[src/rtl/vtc_pkg.sv]
package vtc_pkg;

    typedef enum logic [2:0] {
        ST_IDLE,
        ST_CHECK,
        ST_MEM_REQ,
        ST_MEM_WAIT,
        ST_SWEEP
    } vtc_state_e;

endpackage

[src/rtl/vtc_line_store.sv]
module vtc_line_store #(
    parameter int LINES  = 16,
    parameter int TAG_W  = 26,
    parameter int PID_W  = 4,
    parameter int DATA_W = 32,
    localparam int IDX_W = $clog2(LINES)
) (
    input  logic              clk,
    input  logic              rst_n,
    input  logic [IDX_W-1:0]  line_idx,
    input  logic              fill_en,
    input  logic [TAG_W-1:0]  fill_tag,
    input  logic [PID_W-1:0]  fill_pid,
    input  logic [DATA_W-1:0] fill_data,
    input  logic              clr_en,
    output logic              rd_valid,
    output logic [TAG_W-1:0]  rd_tag,
    output logic [PID_W-1:0]  rd_pid,
    output logic [DATA_W-1:0] rd_data
);

    logic [LINES-1:0]  valid_all;
    logic [TAG_W-1:0]  tag_all  [LINES];
    logic [PID_W-1:0]  pid_all  [LINES];
    logic [DATA_W-1:0] data_all [LINES];

    for (genvar g = 0; g < LINES; g++) begin : g_line
        logic              v_q;
        logic [TAG_W-1:0]  t_q;
        logic [PID_W-1:0]  p_q;
        logic [DATA_W-1:0] d_q;
        logic              sel;

        assign sel = (line_idx == IDX_W'(g));

        always_ff @(posedge clk) begin
            if (!rst_n) begin
                v_q <= 1'b0;
            end else if (sel && fill_en) begin
                v_q <= 1'b1;
            end else if (sel && clr_en) begin
                v_q <= 1'b0;
            end
        end

        always_ff @(posedge clk) begin
            if (sel && fill_en) begin
                t_q <= fill_tag;
                p_q <= fill_pid;
                d_q <= fill_data;
            end
        end

        assign valid_all[g] = v_q;
        assign tag_all[g]   = t_q;
        assign pid_all[g]   = p_q;
        assign data_all[g]  = d_q;
    end

    assign rd_valid = valid_all[line_idx];
    assign rd_tag   = tag_all[line_idx];
    assign rd_pid   = pid_all[line_idx];
    assign rd_data  = data_all[line_idx];

endmodule

[src/rtl/vtc_match.sv]
module vtc_match #(
    parameter int TAG_W = 26,
    parameter int PID_W = 4
) (
    input  logic             rd_valid,
    input  logic [TAG_W-1:0] rd_tag,
    input  logic [PID_W-1:0] rd_pid,
    input  logic [TAG_W-1:0] cmp_tag,
    input  logic [PID_W-1:0] cmp_pid,
    input  logic [PID_W-1:0] purge_pid,
    output logic             lookup_hit,
    output logic             purge_own
);

    logic tag_eq;
    logic pid_eq;

    always_comb begin
        tag_eq     = (rd_tag == cmp_tag);
        pid_eq     = (rd_pid == cmp_pid);
        lookup_hit = rd_valid && tag_eq && pid_eq;
        purge_own  = rd_valid && (rd_pid == purge_pid);
    end

endmodule

[src/rtl/vtc_ctrl.sv]
module vtc_ctrl
    import vtc_pkg::*;
#(
    parameter int LINES  = 16,
    parameter int ADDR_W = 32,
    parameter int PID_W  = 4,
    parameter int DATA_W = 32,
    localparam int IDX_W = $clog2(LINES),
    localparam int OFF_W = 2,
    localparam int TAG_W = ADDR_W - IDX_W - OFF_W
) (
    input  logic              clk,
    input  logic              rst_n,
    input  logic              req_valid,
    input  logic [ADDR_W-1:0] req_vaddr,
    input  logic [PID_W-1:0]  req_pid,
    output logic              req_ready,
    input  logic              inv_valid,
    input  logic [PID_W-1:0]  inv_pid,
    output logic              busy,
    input  logic              lookup_hit,
    input  logic              purge_own,
    input  logic [DATA_W-1:0] rd_data,
    output logic [IDX_W-1:0]  line_idx,
    output logic [TAG_W-1:0]  cmp_tag,
    output logic [PID_W-1:0]  cmp_pid,
    output logic [PID_W-1:0]  purge_pid,
    output logic              fill_en,
    output logic              clr_en,
    output logic              mem_req_valid,
    input  logic              mem_req_ready,
    output logic [ADDR_W-1:0] mem_req_addr,
    output logic [PID_W-1:0]  mem_req_pid,
    input  logic              mem_rsp_valid,
    input  logic [DATA_W-1:0] mem_rsp_data,
    output logic              rsp_valid,
    output logic              rsp_hit,
    output logic [DATA_W-1:0] rsp_data
);

    vtc_state_e state_q, state_d;

    logic [ADDR_W-1:0] cap_addr_q;
    logic [PID_W-1:0]  cap_pid_q;
    logic [IDX_W-1:0]  sweep_cnt_q;
    logic [PID_W-1:0]  sweep_pid_q;
    logic              sweep_last;
    logic [IDX_W-1:0]  cap_idx;

    assign cap_idx    = cap_addr_q[OFF_W +: IDX_W];
    assign sweep_last = (sweep_cnt_q == IDX_W'(LINES - 1));

    // next state
    always_comb begin
        state_d = state_q;
        unique case (state_q)
            ST_IDLE: begin
                if (inv_valid) begin
                    state_d = ST_SWEEP;
                end else if (req_valid) begin
                    state_d = ST_CHECK;
                end
            end
            ST_CHECK: begin
                state_d = lookup_hit ? ST_IDLE : ST_MEM_REQ;
            end
            ST_MEM_REQ: begin
                if (mem_req_ready) begin
                    state_d = ST_MEM_WAIT;
                end
            end
            ST_MEM_WAIT: begin
                if (mem_rsp_valid) begin
                    state_d = ST_IDLE;
                end
            end
            ST_SWEEP: begin
                if (sweep_last) begin
                    state_d = ST_IDLE;
                end
            end
            default: state_d = ST_IDLE;
        endcase
    end

    // state register
    always_ff @(posedge clk) begin
        if (!rst_n) begin
            state_q <= ST_IDLE;
        end else begin
            state_q <= state_d;
        end
    end

    // captured request and sweep walker
    always_ff @(posedge clk) begin
        if (!rst_n) begin
            cap_addr_q  <= '0;
            cap_pid_q   <= '0;
            sweep_cnt_q <= '0;
            sweep_pid_q <= '0;
        end else begin
            if (state_q == ST_IDLE && inv_valid) begin
                sweep_cnt_q <= '0;
                sweep_pid_q <= inv_pid;
            end else if (state_q == ST_IDLE && req_valid) begin
                cap_addr_q <= req_vaddr;
                cap_pid_q  <= req_pid;
            end else if (state_q == ST_SWEEP) begin
                sweep_cnt_q <= sweep_cnt_q + IDX_W'(1);
            end
        end
    end

    // registered response outputs
    always_ff @(posedge clk) begin
        if (!rst_n) begin
            rsp_valid <= 1'b0;
            rsp_hit   <= 1'b0;
            rsp_data  <= '0;
        end else begin
            rsp_valid <= 1'b0;
            unique case (state_q)
                ST_CHECK: begin
                    if (lookup_hit) begin
                        rsp_valid <= 1'b1;
                        rsp_hit   <= 1'b1;
                        rsp_data  <= rd_data;
                    end
                end
                ST_MEM_WAIT: begin
                    if (mem_rsp_valid) begin
                        rsp_valid <= 1'b1;
                        rsp_hit   <= 1'b0;
                        rsp_data  <= mem_rsp_data;
                    end
                end
                default: begin
                end
            endcase
        end
    end

    // combinational outputs
    always_comb begin
        req_ready     = (state_q == ST_IDLE) && !inv_valid;
        busy          = (state_q == ST_SWEEP);
        mem_req_valid = (state_q == ST_MEM_REQ);
        fill_en       = (state_q == ST_MEM_WAIT) && mem_rsp_valid;
        clr_en        = (state_q == ST_SWEEP) && purge_own;
        line_idx      = (state_q == ST_SWEEP) ? sweep_cnt_q : cap_idx;
    end

    assign cmp_tag      = cap_addr_q[ADDR_W-1 -: TAG_W];
    assign cmp_pid      = cap_pid_q;
    assign purge_pid    = sweep_pid_q;
    assign mem_req_addr = cap_addr_q;
    assign mem_req_pid  = cap_pid_q;

endmodule

[src/rtl/vtag_cache.sv]
module vtag_cache #(
    parameter int LINES  = 16,
    parameter int ADDR_W = 32,
    parameter int PID_W  = 4,
    parameter int DATA_W = 32
) (
    input  logic              clk,
    input  logic              rst_n,
    input  logic              req_valid,
    output logic              req_ready,
    input  logic [ADDR_W-1:0] req_vaddr,
    input  logic [PID_W-1:0]  req_pid,
    output logic              rsp_valid,
    output logic              rsp_hit,
    output logic [DATA_W-1:0] rsp_data,
    input  logic              inv_valid,
    input  logic [PID_W-1:0]  inv_pid,
    output logic              busy,
    output logic              mem_req_valid,
    input  logic              mem_req_ready,
    output logic [ADDR_W-1:0] mem_req_addr,
    output logic [PID_W-1:0]  mem_req_pid,
    input  logic              mem_rsp_valid,
    input  logic [DATA_W-1:0] mem_rsp_data
);

    localparam int IDX_W = $clog2(LINES);
    localparam int TAG_W = ADDR_W - IDX_W - 2;

    logic [IDX_W-1:0]  line_idx;
    logic [TAG_W-1:0]  cmp_tag;
    logic [PID_W-1:0]  cmp_pid;
    logic [PID_W-1:0]  purge_pid;
    logic              fill_en;
    logic              clr_en;
    logic              rd_valid;
    logic [TAG_W-1:0]  rd_tag;
    logic [PID_W-1:0]  rd_pid;
    logic [DATA_W-1:0] rd_data;
    logic              lookup_hit;
    logic              purge_own;

    vtc_ctrl #(
        .LINES (LINES),
        .ADDR_W(ADDR_W),
        .PID_W (PID_W),
        .DATA_W(DATA_W)
    ) u_ctrl (
        .clk          (clk),
        .rst_n        (rst_n),
        .req_valid    (req_valid),
        .req_vaddr    (req_vaddr),
        .req_pid      (req_pid),
        .req_ready    (req_ready),
        .inv_valid    (inv_valid),
        .inv_pid      (inv_pid),
        .busy         (busy),
        .lookup_hit   (lookup_hit),
        .purge_own    (purge_own),
        .rd_data      (rd_data),
        .line_idx     (line_idx),
        .cmp_tag      (cmp_tag),
        .cmp_pid      (cmp_pid),
        .purge_pid    (purge_pid),
        .fill_en      (fill_en),
        .clr_en       (clr_en),
        .mem_req_valid(mem_req_valid),
        .mem_req_ready(mem_req_ready),
        .mem_req_addr (mem_req_addr),
        .mem_req_pid  (mem_req_pid),
        .mem_rsp_valid(mem_rsp_valid),
        .mem_rsp_data (mem_rsp_data),
        .rsp_valid    (rsp_valid),
        .rsp_hit      (rsp_hit),
        .rsp_data     (rsp_data)
    );

    vtc_line_store #(
        .LINES (LINES),
        .TAG_W (TAG_W),
        .PID_W (PID_W),
        .DATA_W(DATA_W)
    ) u_store (
        .clk      (clk),
        .rst_n    (rst_n),
        .line_idx (line_idx),
        .fill_en  (fill_en),
        .fill_tag (cmp_tag),
        .fill_pid (cmp_pid),
        .fill_data(mem_rsp_data),
        .clr_en   (clr_en),
        .rd_valid (rd_valid),
        .rd_tag   (rd_tag),
        .rd_pid   (rd_pid),
        .rd_data  (rd_data)
    );

    vtc_match #(
        .TAG_W(TAG_W),
        .PID_W(PID_W)
    ) u_match (
        .rd_valid  (rd_valid),
        .rd_tag    (rd_tag),
        .rd_pid    (rd_pid),
        .cmp_tag   (cmp_tag),
        .cmp_pid   (cmp_pid),
        .purge_pid (purge_pid),
        .lookup_hit(lookup_hit),
        .purge_own (purge_own)
    );

endmodule

[config.mk]
export PLATFORM = sky130hd
export DESIGN_NAME = vtag_cache
export DESIGN_NICKNAME = d
export VERILOG_FILES = /design/src/rtl/vtc_pkg.sv /design/src/rtl/vtc_line_store.sv /design/src/rtl/vtc_match.sv /design/src/rtl/vtc_ctrl.sv /design/src/rtl/vtag_cache.sv
export SDC_FILE = /design/constraint.sdc
export NUM_CORES = 1
export LEC_CHECK = 0
export BUFFER_PORTS_ARGS = -buffer_cell sky130_fd_sc_hd__buf_2
export CAP_MARGIN = 20
export CORE_MARGIN = 4
export CORE_UTILIZATION = 40
export CTS_CLUSTER_DIAMETER = 50
export DETAILED_ROUTE_END_ITERATION = 7
export PLACE_DENSITY = 0.62
export SYNTH_ARGS = -nofsm -noshare
export SYNTH_HDL_FRONTEND = slang
export SYNTH_SLANG_ARGS = --single-unit
export TNS_END_PERCENT = 10
[constraint.sdc]
create_clock -name clk -period 22.8 [get_ports clk]
set_clock_uncertainty 0.1 [all_clocks]
set_input_delay 5.7 -clock clk [delete_from_list [all_inputs] [get_ports clk]]
set_output_delay 5.7 -clock clk [all_outputs]
set_load 0.02 [all_outputs]
* After elaboration in Yosys (flattened, before gate mapping)
Cells that the tools add are included.
Operators by class: reduce and logical (&&, ||, !) cells 65, equality and inequality tests 28, $add $sub $neg 1, bitwise operators 4, magnitude comparators 2, mux-type cells 60
Operators with widths (count):
- $bmux 32 s4 | 1
- $mux 32 | 4
- $bmux 26 s4 | 1
- $pmux 32 s2 | 1
- $mux 26 | 2
- $logic_and 1x1->1 | 40
- $mux 1 | 37
- $eq 4x4->1 const B | 9
- $reduce_bool 2->1 | 17
- $eq 26x26->1 | 1
- $bmux 4 s4 | 1
- $eq 4x3->1 const B | 4
- $mux 3 | 5
- $pmux 3 s5 | 1
- $mux 4 | 3
- $eq 4x2->1 const B | 2
- $eq 4x4->1 | 2
- $eq 3x2->1 const B | 2
- $ne 2x1->1 const B | 3
- $ge 5x5->1 const B | 1
- $lt 4x5->1 const B | 1
- $not 4->5 | 1
- $add 4x1->4 const B | 1
- $bmux 1 s4 | 1
- 15 further kinds | 19
Storage, ports and cells: logic and storage cells 232, output and inout port bits 73, bits in registers 1089, input port bits 78

* Longest topological paths before layout
Gate-level depths: netlist (run 1).
depth in word-level cells 12, mapped depth 19, depth with buffers taken out 12

* Hierarchy
From an unflattened synthesis (run 1), not the netlist that was laid out.
Second synthesis, totals: cells, all modules 2034, area, all modules 42009.0 um^2
Modules (own cells, without submodules):
- vtc_line_store | area an instance 37902.6 um^2, cells an instance 1608, seq. area each 30108.9 um^2, instances 1
- vtc_ctrl | area an instance 3721.1 um^2, cells an instance 380, seq. area each 1621.6 um^2, instances 1
- vtc_match | area an instance 385.4 um^2, cells an instance 46, seq. area each 0.0 um^2, instances 1

* Least setup slack after synthesis (run 1)
No wires, ideal clock.
path kind input -> output, start in inv_valid, end out req_ready, data required time 17.000 ns, path buffers 0, arrival time 6.436 ns, stages 1, slack 10.564 ns, cells stage by stage nor4_1
Between the ends: word-level cells in the longest chain between the ends 2
Ends and longest elaborated chain:
- from (decl) | line vtag_cache.sv:16 | input logic inv_valid,
- $logic_not 1->1 | line vtc_ctrl.sv:146 | req_ready = (state_q == ST_IDLE) && !inv_valid;
- $logic_and 1x1->1 | line vtc_ctrl.sv:146
- to (decl) | line vtag_cache.sv:10 | output logic req_ready,
No other way between the ends.

* Final worst setup path (run 1)
Same ends and word-level chain as after synthesis.

==> results of run 1 <==
Yosys cell counts (all sizes together), types with 15 or more instances:
master	number
nor2	50
nor2b	15
o22ai	41
nand3	288
inv	15
clkbuf	150
a21boi	36
o21ai	65
mux2	23
and3	35
nand2	744
edfxtp	992
buf	84
a21oi	95
mux4	61
xor2	20
dfxtp	97
mux2i	191
o21a	34
a311oi	100
o311a	32
nor4	22
nor3	22
final timing paths:
| kind | slack, ns | startpoint | endpoint |
|---|---|---|---|
| max | 10.54 | inv_valid | req_ready |
| min | 0.37 | u_ctrl.mem_req_addr[0] | u_ctrl.mem_req_addr[0] |
| max reg2reg | 14.74 | u_ctrl.sweep_cnt_q[1] | u_ctrl.rsp_data[31] |
| min reg2reg | 0.37 | u_ctrl.mem_req_addr[0] | u_ctrl.mem_req_addr[0] |
tightest hold or removal path, delay by kind of cell, from the launching register on:
family	cells	cell delay (ns)
AND/OR/NAND/NOR	1	0.05
flip-flops	1	0.31
AO/OA/AOI/OAI	1	0.07
kinds of logic after synthesis:
logic type | share of synthesized area (%)
adder cells (fa/ha/maj) | 0.0274
multiplexers | 7.78
XOR/XNOR | 0.595
AND/OR/NAND/NOR | 11.7
AO/OA/AOI/OAI | 8.09
flip-flops | 69.5
buffers and inverters | 2.30
registers in the layout, summed over array words and instances, names as in the netlist, 3 cells and up:
signal / count
u_store.g_line.v_q: 16
u_ctrl.mem_req_addr: 32
u_ctrl.purge_pid: 4
u_ctrl.cmp_pid: 4
u_ctrl.rsp_data: 32
u_ctrl.state_q: 3
u_store.g_line.p_q: 64
u_store.g_line.t_q: 416
u_ctrl.sweep_cnt_q: 4
u_store.g_line.d_q: 512
routing by layer:
metal	GRT usage, %	vias up
li1	-	13116
met1	29.4	14863
met2	32.1	1302
met3	3.50	224
met4	6.25	0
met5	0	-
final cells by class:
cell class,instances,area [sq um],share of cell area (%)
flip-flops and latches,1089,31700,60.9
multi-input cells,2038,13100,25.0
clock buffers,164,3340,6.41
well taps,1500,1880,3.60
repair buffers,228,1410,2.70
clock inverters,65,662,1.27
inverters,15,58.8,0.113
diodes,1,2.50,0.00480
report_power, final:
| group | total, mW | internal, mW | switching [mW] |
|---|---|---|---|
| Sequential | 2.19 | 2.18 | 0.0140 |
| Combinational | 0.314 | 0.0983 | 0.215 |
| Clock | 1.93 | 1.13 | 0.802 |
| Total | 4.44 | 3.41 | 1.03 |
metrics by stage:
| step | power (mW) | setup WS (ns) |
|---|---|---|
| 6_report | 4.44 | 10.54 |
| 5_1_grt | 4.58 | 10.53 |
| 4_1_cts | 4.47 | 10.55 |
| 3_3_place_gp | 2.55 | 10.52 |
| 3_5_place_dp | 2.55 | 10.56 |
| 2_1_floorplan | 2.42 | 10.56 |
==> impl_metrics.json, run 1 <==
{
  "area_growth_synth_to_finish_pct": 14.3,
  "vias_per_inst": 5.79,
  "dpl-instance-area_sq_mm": 0.0481,
  "crit_path_start_kind": "input port",
  "min_path_type": "flop to flop",
  "setup_viol": 0,
  "cp_data_required_time_ns": 17.00,
  "filler_cell_count": 9884,
  "fmaxAchievable_mhz": 81.6,
  "final_period_minus_worst_setup_slack_ns": 12.26,
  "layout.cells.most_common": "sky130_fd_sc_hd__edfxtp_1",
  "grt_setup_unrepaired": "false",
  "final-max-slew-violation-count": 0,
  "cts_htree_levels": 3,
  "route.met2.wl_microns": 58100,
  "numCtsBuffers": 120,
  "port-buffer-count": 150,
  "whs_path_depth": 2,
  "power_density_over_the_cells_mw_per_mm2": 85.2,
  "finish.instance_area_sq_mm": 0.0521,
  "cts.sink_count": 1089,
  "postSynth.topFlopCell": "sky130_fd_sc_hd__edfxtp_1",
  "die_y_microns": 346,
  "drcViolationCount": 0,
  "core_region_area_sq_mm": 0.113,
  "final_min_period_over_clock_period_pct": 53.8,
  "track_usage_pct": 20.5,
  "final_core_utilization_pct": 46.2,
  "worst-path-max-fanout": 3,
  "worstSetupEndpointType": "output port",
  "worst_slew_pin_slew_ns": 1.14,
  "post-place-cells": 4870,
  "critical-path-max-stage-delay_ns": 0.39,
  "yosys_register_bits": 1089,
  "clkTransAtPathRegs_ns": 0.06,
  "detailedRoute.firstPassIterationCount": 5,
  "total_negative_slack_for_setup_checks_ns": 0,
  "timing.critical_path.buf_inv": 2,
  "ioPinCount": 151,
  "grt_overflow": 0,
  "cp_cell_sequence": "buf_2 > nor4_1 > buf_2",
  "global_route_wire_length_before_repair_microns": 188000,
  "p_leak_nw": 17.1,
  "cts_tree": "done",
  "per_cell_routed_wire_length_microns": 24.8,
  "routed-via-count": 29505,
  "grt_antenna_before_repair": 2,
  "cts_max_path_buffers": 3,
  "detail_route.wirelength_microns": 126000,
  "post_syn_nets": 3455,
  "dr.first_iter.drc_count": 3436,
  "syn_area_per_cell_sq_um": 13.5,
  "synth_cell_type_count": 78,
  "gp_congestion": 0.832,
  "pin_count_of_the_biggest_net_entering_global_routing": 146,
  "synth-edff-count": 992,
  "yosys.area.top_type_share_pct": 65.3,
  "cell_count_after_synthesis": 3376,
  "worst-setup-path-type": "input port to output port",
  "ctsHoldBuffers": 0,
  "ys_async_sr_fraction_pct": 0,
  "post_cts_resized": 0,
  "die_w_microns": 346,
  "synth_top_area_cell": "sky130_fd_sc_hd__edfxtp_1",
  "timing.critical_path.slowest_stage_cell": "sky130_fd_sc_hd__nor4_1",
  "synth_warnings": 0,
  "wl_met3_microns": 10500,
  "layout_net_count": 3571,
  "most-common-layout-cells": "sky130_fd_sc_hd__edfxtp_1, sky130_fd_sc_hd__nand2_1, sky130_fd_sc_hd__nand3_1",
  "worst_ep_arrival_time_ns": 6.46,
  "initial_core_util_pct": 40.4,
  "grt_pass1_vias": 28642,
  "timing.critical_path.depth": 3,
  "dp_hpwl_microns": 69200,
  "top_layer_used": "met4",
  "hold_ws_ns": 0.372,
  "synth_sequential_area_ratio_pct": 69.5,
  "clk-insertion-delay-late_ns": 0.71,
  "worst_path_most_repeated_cell": "sky130_fd_sc_hd__buf_2",
  "cpLargestDelayFamily": "simple AND/OR/NAND/NOR gates",
  "floorplan.rows": 123,
  "ff2ff_path_depth": 15,
  "number_of_endpoints_with_negative_hold_slack_in_the_final_report": 0,
  "clock-root-buffer": "sky130_fd_sc_hd__clkbuf_16",
  "max-cap-violations": 0,
  "outcome": "finished, final reports clean",
  "dieArea_sq_mm": 0.120,
  "post_synth_main_area_contributors": "sky130_fd_sc_hd__edfxtp_1, sky130_fd_sc_hd__nand2_1, sky130_fd_sc_hd__dfxtp_1",
  "syn_area_sq_mm": 0.0456,
  "vdd_drop_max_mv": 0.0641,
  "drt.antenna.violating_nets": 0,
  "cts.repair_timing.setup_buffer_count": 0,
  "final_layout_size_suffix_gt1_share_pct": 15.1,
  "maxSlewHeadroom_pct": 23.8,
  "fin_cells": 5100,
  "routedLengthMet1_microns": 54400
}
Power figures use the tool's default switching activity.
==> run 2: changes to the inputs <==
Settings changed: PLACE_DENSITY 0.62 to 0.64.
Clock period 22.8 ns to 10.22 ns, I/O delays scaled along.
==> run 2 against run 1 <==
  * Register-to-register slack lost 11 ns
  * Die area is the same
  * Hold slack lost 0.0041 ns
  * Sequential share of layout area grew 0.15 points
  * Worst setup slack lost 7.2 ns
  * Largest cell class unchanged
  * Wire length grew 0.33%
  * Non-clock buffer count shrank 1
  * Via count shrank 0.45%
  * Clock power grew 120%
  * Sequential power grew 120%
  * Sequential cell count is the same
  * Power grew 120%
  * Critical endpoint is now u_ctrl.rsp_data[5]
==> impl_metrics.json, run 2 (synthesized netlist as in run 1, its figures left out) <==
{
  "worst_r2r_startpoint": "u_ctrl.state_q[0]",
  "total_negative_slack_for_setup_checks_ns": 0,
  "layout.cells.most_common": "sky130_fd_sc_hd__edfxtp_1",
  "fmaxAchievable_mhz": 146,
  "drt.antenna.violating_nets": 0,
  "max-cap-violations": 0,
  "worstSetupEndpointType": "flop",
  "p_leak_nw": 17.0,
  "cp_data_required_time_ns": 10.70,
  "cts.sink_count": 1089,
  "most_used_routing_layer_in_global_routing": "met2",
  "hp-start": "u_ctrl.mem_req_addr[0]",
  "vias_per_inst": 5.78,
  "core_region_area_sq_mm": 0.113,
  "dp_hpwl_microns": 70200,
  "pin_count_of_the_biggest_net_entering_global_routing": 172,
  "port-buffer-count": 150,
  "use_met3_pct": 4.18,
  "layout_net_count": 3565,
  "track_usage_pct": 20.5,
  "die_w_microns": 346,
  "dr.first_iter.drc_count": 3663,
  "drcViolationCount": 0,
  "cts_htree_levels": 3,
  "min_path_type": "flop to flop",
  "worst_slew_pin_slew_ns": 1.13,
  "post-place-cells": 4869,
  "worst_reg2reg_endpoint": "u_ctrl.rsp_data[5]",
  "ctsHoldBuffers": 0,
  "grt_overflow": 0,
  "worst-path-max-fanout": 90,
  "dieArea_sq_mm": 0.120,
  "clkTransAtPathRegs_ns": 0.06,
  "detailedPlace.worstSlack_ns": 3.55,
  "per_cell_routed_wire_length_microns": 25.0,
  "most-common-layout-cells": "sky130_fd_sc_hd__edfxtp_1, sky130_fd_sc_hd__nand2_1, sky130_fd_sc_hd__nand3_1",
  "final-max-slew-violation-count": 0,
  "ff2ff_path_depth": 14,
  "gp_congestion": 0.896,
  "grt_setup_unrepaired": "false",
  "largest_registers": "u_store.g_line.d_q (512), u_store.g_line.t_q (416), u_store.g_line.p_q (64)",
  "setup_viol": 0,
  "fin_cells": 5084,
  "final_core_utilization_pct": 46.1,
  "numCtsBuffers": 115,
  "final_min_period_over_clock_period_pct": 66.9,
  "area_growth_synth_to_finish_pct": 14.0,
  "ioPinCount": 151,
  "worst_setup_path_endpoint": "u_ctrl.rsp_data[5]",
  "cts.repair_timing.setup_buffer_count": 0,
  "die_y_microns": 346,
  "registers.top_by_ff_count": "u_store.g_line.d_q",
  "clock-root-buffer": "sky130_fd_sc_hd__clkbuf_16",
  "critPathLaunch": "u_ctrl.state_q[0]",
  "outcome": "finished, final reports clean",
  "grt_antenna_before_repair": 7,
  "vdd_drop_max_mv": 0.145,
  "reg2reg_slack_ns": 3.38,
  "global_route_wire_length_before_repair_microns": 187000,
  "use_met2_pct": 32.2,
  "final_layout_size_suffix_gt1_share_pct": 14.9,
  "max_reg_flops": 512,
  "detailedRoute.firstPassIterationCount": 6,
  "grt_util_met1_pct": 28.8,
  "cts_max_path_buffers": 3,
  "final_period_minus_worst_setup_slack_ns": 6.84,
  "grt_pass1_vias": 28387,
  "initial_core_util_pct": 40.4,
  "cts_tree": "done",
  "clk-insertion-delay-late_ns": 0.74,
  "worst-setup-path-type": "flop to flop",
  "detail_route.wirelength_microns": 127000,
  "worst_ep_arrival_time_ns": 7.31,
  "crit_path_start_kind": "flop",
  "postLayoutSetupSlackWorst_ns": 3.38,
  "routed-via-count": 29373,
  "floorplan.rows": 123,
  "power_density_over_the_cells_mw_per_mm2": 189,
  "post_cts_resized": 0,
  "maxSlewHeadroom_pct": 24.5,
  "number_of_endpoints_with_negative_hold_slack_in_the_final_report": 0
}
-- run 2: cell types whose count changed in the layout (fill, tap and decap cells not counted), sizes merged --
cell,before,now
diode,1,2
clkinvlp,10,7
clkbuf,164,136
bufinv,9,11
clkinv,40,52
buf,228,227
inv,21,22
-- run 2: through the flow --
step	hold slack, ns	area [sq um]	total power [mW]
2_1_floorplan	0.403	45600	5.41
3_3_place_gp	0.347	48100	5.68
3_5_place_dp	0.359	48100	5.68
4_1_cts	0.368	52000	9.92
5_1_grt	0.398	52000	10.2
6_report	0.368	52000	9.85
-- run 2: area by class of cell --
cell class / count / area [sq um]
fill: 9875 / 60800
sequential: 1089 / 31700
multi-input combinational: 2038 / 13100
clock buffer: 136 / 3060
tap: 1500 / 1880
timing repair buffer: 227 / 1340
clock inverter: 77 / 880
inverter: 15 / 58.8
antenna: 2 / 5.00
-- run 2: where the power goes --
| part | leakage (nW) | internal (mW) | switching [mW] |
|---|---|---|---|
| Clock | 1.90 | 2.44 | 1.82 |
| Combinational | 5.71 | 0.217 | 0.474 |
| Sequential | 9.42 | 4.86 | 0.0373 |
-- run 2: critical path, cell delays in order, from the launching register on --
cell                        delay [ns]
sky130_fd_sc_hd__dfxtp_1          0.56
sky130_fd_sc_hd__or3b_4           0.68
sky130_fd_sc_hd__inv_4            0.27
sky130_fd_sc_hd__mux2_8           0.79
sky130_fd_sc_hd__buf_4            0.84
sky130_fd_sc_hd__nor2_1           0.23
sky130_fd_sc_hd__a2111oi_0        0.73
sky130_fd_sc_hd__o21ai_0          0.21
sky130_fd_sc_hd__o31a_1           0.18
sky130_fd_sc_hd__a2111oi_0        0.57
sky130_fd_sc_hd__nand3_1          0.21
sky130_fd_sc_hd__nor4_4           0.17
sky130_fd_sc_hd__buf_4            0.59
sky130_fd_sc_hd__o21ai_0          0.19
sky130_fd_sc_hd__o311a_1          0.17
-- run 2: worst min path at each step --
stage / end / depth (start not counted)
after global placement: u_ctrl.mem_req_addr[1] / 2
final: u_ctrl.mem_req_addr[0] / 2
after floorplan: u_ctrl.purge_pid[0] / 2
after CTS: u_ctrl.mem_req_addr[0] / 2
after global routing: u_ctrl.mem_req_addr[0] / 2
after detailed placement: u_ctrl.mem_req_addr[0] / 2
-- run 2: per-layer routing --
metal | share of wire (%) | wire [microns] | vias to the layer above
met2 | 46 | 58400 | 1462
li1 | - | - | 13077
met4 | 2.6 | 3350 | 0
met5 | 0 | 0 | -
met1 | 41 | 52400 | 14624
met3 | 10 | 12800 | 210
